**config.mk**
```make
export PLATFORM = sky130hd
export DESIGN_NAME = rx_len_stripper
export DESIGN_NICKNAME = d
export VERILOG_FILES = /design/src/rtl/rxs_pkg.sv /design/src/rtl/rxs_hdr_parse.sv /design/src/rtl/rxs_tail_delay.sv /design/src/rtl/rx_len_stripper.sv
export SDC_FILE = /design/constraint.sdc
export NUM_CORES = 1
export LEC_CHECK = 0
export ABC_AREA = 1
export BUFFER_PORTS_ARGS = -buffer_cell sky130_fd_sc_hd__buf_2
export CORE_MARGIN = 4
export CORE_UTILIZATION = 45
export DETAILED_ROUTE_END_ITERATION = 8
export PLACE_DENSITY_LB_ADDON = 0.1
export RECOVER_POWER = 100
export SYNTH_ARGS = -nofsm -noshare
export SYNTH_HDL_FRONTEND = slang
export SYNTH_SLANG_ARGS = --single-unit
export TNS_END_PERCENT = 50
```
**constraint.sdc**
```tcl
create_clock -name clk -period 2.2 [get_ports clk]
set_clock_uncertainty 0.05 [all_clocks]
set_input_delay 0.33 -clock clk [delete_from_list [all_inputs] [get_ports clk]]
set_output_delay 0.33 -clock clk [all_outputs]
set_load 0.005 [all_outputs]
```
**src/rtl/rxs_pkg.sv**
```systemverilog
package rxs_pkg;
    localparam int LEN_W     = 16;
    localparam int HDR_BYTES = 14;
    localparam int CRC_BYTES = 4;
    localparam int MAX_LEN   = 1500;
endpackage

```
**src/rtl/rxs_hdr_parse.sv**
```systemverilog
module rxs_hdr_parse #(
    parameter int LEN_W     = rxs_pkg::LEN_W,
    parameter int HDR_BYTES = rxs_pkg::HDR_BYTES,
    parameter int MAX_LEN   = rxs_pkg::MAX_LEN
) (
    input  logic             clk,
    input  logic             rst_n,
    input  logic             push,
    input  logic             sof,
    input  logic [7:0]       data,
    input  logic             cfg_en,
    output logic             strip_o,
    output logic [LEN_W-1:0] limit_o
);
    localparam int HI_POS = HDR_BYTES - 2;
    localparam int LO_POS = HDR_BYTES - 1;
    localparam logic [LEN_W-1:0] IDX_MAX = '1;

    typedef struct packed {
        logic [LEN_W-1:0] idx;
        logic [7:0]       hi;
        logic             en;
        logic             strip;
        logic [LEN_W-1:0] limit;
    } hdr_t;

    hdr_t s_d, s_q;
    logic [LEN_W-1:0] cur_idx;
    logic [LEN_W-1:0] field;

    always_comb begin
        s_d     = s_q;
        cur_idx = sof ? '0 : s_q.idx;
        field   = {s_q.hi, data};
        if (push) begin
            if (sof) begin
                s_d.en    = cfg_en;
                s_d.strip = 1'b0;
            end
            if (cur_idx != IDX_MAX) s_d.idx = cur_idx + 1'b1;
            if (cur_idx == LEN_W'(HI_POS)) s_d.hi = data;
            if (cur_idx == LEN_W'(LO_POS)) begin
                s_d.strip = s_d.en && (field != '0) && (field <= LEN_W'(MAX_LEN));
                s_d.limit = field + LEN_W'(HDR_BYTES);
            end
        end
    end

    always_ff @(posedge clk) begin
        if (!rst_n) s_q <= '0;
        else        s_q <= s_d;
    end

    assign strip_o = s_q.strip;
    assign limit_o = s_q.limit;

    a_r6_en_held: assert property (@(posedge clk) disable iff (!rst_n)
        !(push && sof) |=> $stable(s_q.en));
    a_r3_limit_range: assert property (@(posedge clk) disable iff (!rst_n)
        s_q.strip |-> (s_q.limit > LEN_W'(HDR_BYTES)) && (s_q.limit <= LEN_W'(HDR_BYTES + MAX_LEN)));
endmodule

```
**src/rtl/rxs_tail_delay.sv**
```systemverilog
module rxs_tail_delay #(
    parameter int DEPTH = rxs_pkg::CRC_BYTES
) (
    input  logic       clk,
    input  logic       rst_n,
    input  logic       push,
    input  logic       drain,
    input  logic [7:0] din,
    output logic       full_o,
    output logic [7:0] dout
);
    localparam int FW = $clog2(DEPTH + 1);

    typedef struct packed {
        logic [DEPTH-1:0][7:0] sr;
        logic [FW-1:0]         fill;
    } tail_t;

    tail_t s_d, s_q;

    always_comb begin
        s_d = s_q;
        if (push) begin
            s_d.sr = {s_q.sr[DEPTH-2:0], din};
            if (s_q.fill != FW'(DEPTH)) s_d.fill = s_q.fill + 1'b1;
        end else if (drain) begin
            s_d.sr = {s_q.sr[DEPTH-2:0], 8'h00};
            if (s_q.fill != '0) s_d.fill = s_q.fill - 1'b1;
        end
    end

    always_ff @(posedge clk) begin
        if (!rst_n) s_q <= '0;
        else        s_q <= s_d;
    end

    assign full_o = (s_q.fill == FW'(DEPTH));
    assign dout   = s_q.sr[DEPTH-1];

    a_r2_drain_has_data: assert property (@(posedge clk) disable iff (!rst_n)
        drain |-> (s_q.fill != '0));
    a_r10_no_push_in_drain: assert property (@(posedge clk) disable iff (!rst_n)
        drain |-> !push);
endmodule

```
**src/rtl/rx_len_stripper.sv**
```systemverilog
module rx_len_stripper #(
    parameter int HDR_BYTES = rxs_pkg::HDR_BYTES,
    parameter int CRC_BYTES = rxs_pkg::CRC_BYTES,
    parameter int MAX_LEN   = rxs_pkg::MAX_LEN
) (
    input  logic                     clk,
    input  logic                     rst_n,
    input  logic                     cfg_strip_en,
    input  logic                     in_valid,
    input  logic                     in_sof,
    input  logic                     in_eof,
    input  logic [7:0]               in_data,
    output logic                     out_valid,
    output logic                     out_sof,
    output logic                     out_eof,
    output logic [7:0]               out_data,
    output logic                     len_done,
    output logic [rxs_pkg::LEN_W-1:0] len_bytes
);
    localparam int LEN_W = rxs_pkg::LEN_W;
    localparam int LW    = $clog2(CRC_BYTES + 1);

    typedef struct packed {
        logic             flush;
        logic [LW-1:0]    left;
        logic [LEN_W-1:0] didx;
        logic [LEN_W-1:0] cnt;
        logic             first;
        logic             ov;
        logic             osof;
        logic             oeof;
        logic [7:0]       odata;
        logic             done;
        logic [LEN_W-1:0] len;
    } top_t;

    top_t s_d, s_q;
    logic push, full, strip;
    logic [7:0] tail_byte;
    logic [LEN_W-1:0] limit;
    logic keep;

    assign push = in_valid;

    rxs_hdr_parse #(
        .LEN_W(LEN_W), .HDR_BYTES(HDR_BYTES), .MAX_LEN(MAX_LEN)
    ) u_hdr (
        .clk(clk), .rst_n(rst_n), .push(push), .sof(in_sof), .data(in_data),
        .cfg_en(cfg_strip_en), .strip_o(strip), .limit_o(limit)
    );

    rxs_tail_delay #(.DEPTH(CRC_BYTES)) u_tail (
        .clk(clk), .rst_n(rst_n), .push(push), .drain(s_q.flush),
        .din(in_data), .full_o(full), .dout(tail_byte)
    );

    always_comb begin
        s_d      = s_q;
        s_d.ov   = 1'b0;
        s_d.osof = 1'b0;
        s_d.oeof = 1'b0;
        s_d.done = 1'b0;
        keep     = !strip || (s_q.didx < limit);
        if (push && in_sof) begin
            s_d.didx  = '0;
            s_d.cnt   = '0;
            s_d.first = 1'b1;
        end
        if (push && full) begin
            s_d.didx = s_q.didx + 1'b1;
            if (keep) begin
                s_d.ov    = 1'b1;
                s_d.odata = tail_byte;
                s_d.osof  = s_q.first;
                s_d.first = 1'b0;
                s_d.cnt   = s_d.cnt + 1'b1;
            end
        end
        if (push && in_eof) begin
            s_d.flush = 1'b1;
            s_d.left  = LW'(CRC_BYTES);
        end
        if (s_q.flush) begin
            s_d.ov    = 1'b1;
            s_d.odata = tail_byte;
            s_d.osof  = s_q.first;
            s_d.first = 1'b0;
            s_d.cnt   = s_q.cnt + 1'b1;
            s_d.left  = s_q.left - 1'b1;
            if (s_q.left == LW'(1)) begin
                s_d.flush = 1'b0;
                s_d.oeof  = 1'b1;
                s_d.done  = 1'b1;
                s_d.len   = s_q.cnt + 1'b1;
            end
        end
    end

    always_ff @(posedge clk) begin
        if (!rst_n) s_q <= '0;
        else        s_q <= s_d;
    end

    assign out_valid = s_q.ov;
    assign out_sof   = s_q.osof;
    assign out_eof   = s_q.oeof;
    assign out_data  = s_q.odata;
    assign len_done  = s_q.done;
    assign len_bytes = s_q.len;

    a_r8_done_on_eof: assert property (@(posedge clk) disable iff (!rst_n)
        len_done |-> (out_eof && out_valid));
    a_r9_sof_needs_valid: assert property (@(posedge clk) disable iff (!rst_n)
        out_sof |-> out_valid);
    a_r2_flush_output: assert property (@(posedge clk) disable iff (!rst_n)
        s_q.flush |=> out_valid);
    a_r10_quiet_input: assert property (@(posedge clk) disable iff (!rst_n)
        s_q.flush |-> !in_valid);
    a_r8_len_floor: assert property (@(posedge clk) disable iff (!rst_n)
        len_done |-> (len_bytes >= LEN_W'(CRC_BYTES)));
endmodule

```
==> results by group <==
Outcome
  • Status: complete, but fails checks
  • Violated checks: max-capacitance violations

Route
  • Iter 0 DRT Violations: around 380
  • Routed len/inst: about 13 um
  • Pre-antenna DRT Iters: 4
  • Vias per Instance: ~4.9
  • Vias: ~6200
  • Antenna Nets Post-Route: 0
  • DRC: 0
  • Routed wire length: 16990 um

Placement
  • Port bufs: between 40 and 50
  • Gpl congestion: around 0.86
  • Final HPWL DP: roughly 12000 um

Logic synthesis
  • Synthesized area: around 7300 sq um
  • Post-synthesis compound-gate area fraction: ~15%
  • Multiplexer share of the synthesized area: 0%
  • Post-Synth Adder-Cell Area: under 10%
  • Synth cell types: 46
  • Net count after synthesis: a little over 1000
  • Synth Area in XOR/XNOR: between 4 and 5%
  • Synth Area per Inst: between 7 and 8 sq um
  • Mapped Cells: 1000
  • Register bit total from synthesis: around 140
  • YS warnings: 0
  • Seq/Total Area, Yosys: 38.80%
  • Largest family of logic cells by synthesized area: simple AND/OR/NAND/NOR gates
  • Synth Area in Simple Gates: between 20% and 30%

Clocking
  • H-tree depth: 4
  • Worst-Skew Late Latency: ~0.42 ns
  • CTS Buf Count: 17
  • Clock-pin slew on the worst setup and hold paths: 0.06 ns
  • Number of setup buffers added after CTS: 0
  • Clock Path Buffers: 2
  • CTS Sinks: between 100 and 150
  • Root Driver: clkbuf_16
  • CTS tree: done

Pwr
  • Peak supply drop: about 0.00062 V
  • Int Pwr: about 4600 uW
  • Comb pwr share: under 10%
  • Sw frac: 25.71%
  • Reg power frac: between 40% and 50%
  • LEAKAGE: ~0.0034 uW
  • PD cells: between 700 and 800 nW/um^2
  • Net Sw Power: about 1600 uW
  • Clock power share: a little under half

Timing
  • RSZ-0062 raised after global routing: false
  • Final worst-path cycle share: 92.12%
  • Worst Max-Slew Pin Slew: approximately 1.5 ns
  • Setup-violating endpoint count in the final report: 0
  • Setup Total Neg Slack: 0 ns
  • Final Slew Violations: 0
  • Maximum achievable frequency: just under 0.5 GHz
  • Min Tclk post-route: ~2.0 ns
  • Worst slew margin: less than 1%
  • Hold Fails Final Rpt: 0
  • Worst hold slack: roughly 0.16 ns

Layout
  • Diode count: 0
  • Fill cell count: 1644
  • Final nets: 1076
  • Layout cells sized above 1: 16.11%
  • Area Overhead vs Synth: 13.93%

Critical path
  • CP endpoint kind: register
  • Most used cell, CP: nor2_1
  • CP max stage cell: dfxtp_1
  • CP max stage delay: 0.33 ns
  • CP startpoint kind: register
  • Worst-path cell chain: or2_0, nor2_1, buf_4, inv_2, nor2_1, inv_1, nor2_1, inv_1, nor2_1, o21ai_0, a21oi_1
  • CP Data Arrival Time: between 2 and 2.5 ns
  • Crit path buffers/inverters: 4
  • Worst Path Required: roughly 2.5 ns
  • Setup CP Type: reg -> reg
  • Cell family with most CP delay: simple AND/OR/NAND/NOR gates
  • Top fanout value on the critical path: 13

Global route
  • Vias in the first global route: ~6000
  • GRT Residual Overflow: 0
  • GRT Total Usage: between 10% and 20%
  • Initial antenna violation count: 0
  • First-pass GRT wire length: roughly 29000 um
  • Largest net degree at the start of global routing: 88

Flow run
  • Max-Cap Viols: 1

Die
  • Die ar.: around 18000 sq um
  • CORE AREA: 15890 sq um
  • Site row count: 46
  • Initial Util: 45.80%
  • Die width: around 140 um
  • I/O pin count: between 40 and 50
  • Die extent in y: approximately 140 um

Min path
  • Tightest Hold Check Type: in -> reg
==> cell usage after synthesis, drive strengths merged <==
cell type  count  area [sq um]
a2111oi        1         8.760
a211oi         6         55.05
a21boi         1         7.510
a21oi         70         357.8
a221oi         3         26.28
a22oi          1         7.510
a31o           1         8.760
a31oi          1         6.260
buf           39         284.0
clkbuf        24         90.09
clkinv         1         3.750
dfxtp        141          2823
fa             1         20.02
ha            24         300.3
inv          105         396.6
nand2        174         718.2
nand3         70         360.3
nand4         12         75.07
nor2         149         614.3
nor3          19         153.9
nor3b          1         7.510
nor4           4         25.02
o2111ai        1         8.760
o21a           1         7.510
o21ai        103         515.5
o22ai          6         37.54
o41ai          1         16.27
or2            4         25.03
xnor2          8         70.07
xor2          28         245.2
==> kinds of logic after synthesis <==
group / count (synthesis)
simple gates: 433
compound gates: 196
buf+inv: 169
flops: 141
xor+xnor: 36
fa+ha+maj: 25
==> power by group through the flow <==
stage	clock network, uW	registers, uW	logic [uW]
2_1_floorplan	0	2770	429
3_3_place_gp	0	2780	596
3_5_place_dp	0	2780	601
4_1_cts	2890	2730	604
5_1_grt	3000	2740	672
6_report	2820	2730	592
==> cell type report <==
| type | count | area (sq um) | share of cell area, % |
|---|---|---|---|
| well taps | 216 | 270.3 | 3.260 |
| flip-flops and latches | 141 | 2826 | 34.10 |
| clock buffers | 18 | 439.2 | 5.298 |
| repair buffers | 81 | 476.7 | 5.751 |
| inverters | 106 | 402.9 | 4.860 |
| clock inverters | 13 | 141.4 | 1.706 |
| multi-input cells | 690 | 3732 | 45.03 |
==> state kept, by name (all words and copies together), names as in the netlist <==
register / count
out_data: 8
u_tail.s_q: 27
u_hdr.s_q: 17
out_valid: 1
u_tail.dout: 8
out_eof: 1
s_q: 37
u_hdr.limit_o: 16
u_hdr.field: 8
out_sof: 1
len_bytes: 16
u_hdr.strip_o: 1
==> per-stage QoR <==
stage	area (sq um)	cells	setup slack, ns	power, uW	utilization (%)
finish	8289	1265	0.1734	6139	52.18
global route	8289	1265	0.002598	6416	52.18
CTS	8270	1265	0.05960	6216	52.06
detailed placement	7690	1234	0.05690	3383	48.41
global placement	7690	1234	0.07654	3376	48.41
floorplan	7276	1000	0.1288	3198	-
==> per-layer routing <==
metal  track usage (%)  vias up  wire (um)
li1                  -     3319          -
met3             4.309       11        568
met1             26.65     2819       8436
met2             30.67       95       7799
met5                 0        -          0
met4             4.759        0        188
==> layout by cell type, fill, tap and decap left out, types with 5 or more instances in the layout <==
cell type / synthesis / layout
clkinvlp_4: 0 / 6
inv_2: 13 / 12
nor3_1: 11 / 10
nand2_2: 14 / 14
a21oi_1: 68 / 67
nand4_1: 12 / 12
clkbuf_16: 0 / 17
buf_2: 5 / 30
o22ai_1: 6 / 6
buf_4: 27 / 35
ha_1: 24 / 21
nand2_1: 156 / 155
o21ai_1: 23 / 8
clkbuf_1: 24 / 13
nor2_1: 139 / 139
xor2_1: 28 / 28
xnor2_1: 8 / 8
inv_1: 91 / 91
o21ai_0: 80 / 95
nand3_1: 68 / 68
dfxtp_1: 141 / 138
nand2_4: 4 / 5
nor2_4: 6 / 6
nor3_2: 5 / 6
==> final timing paths <==
path	startpoint	to	slack (ns)	depth (start not counted)
max	u_tail.s_q[1]$_SDFFE_PN0P_	s_q[55]$_SDFFE_PN0P_	0.17	11
min	in_valid	u_tail.s_q[4]$_SDFFE_PN0P_	0.16	3
max reg2reg	u_tail.s_q[1]$_SDFFE_PN0P_	s_q[55]$_SDFFE_PN0P_	0.17	11
min reg2reg	u_tail.s_q[5]$_SDFFE_PN0P_	u_tail.s_q[5]$_SDFFE_PN0P_	0.41	2
==> repair_timing <==
action | in CTS | in global routing
setup endpoints to repair | 0 | 22
gates resized for setup | 0 | 20
hold buffers | 0 | 0
==> worst register-to-register path, delay by kind of cell (launching register included) <==
family                 cells  cell delay [ns]
AND/OR/NAND/NOR            5             0.87
buffers and inverters      4             0.50
flip-flops                 1             0.33
AO/OA/AOI/OAI              2             0.21
(Power assumes the default switching activity.)
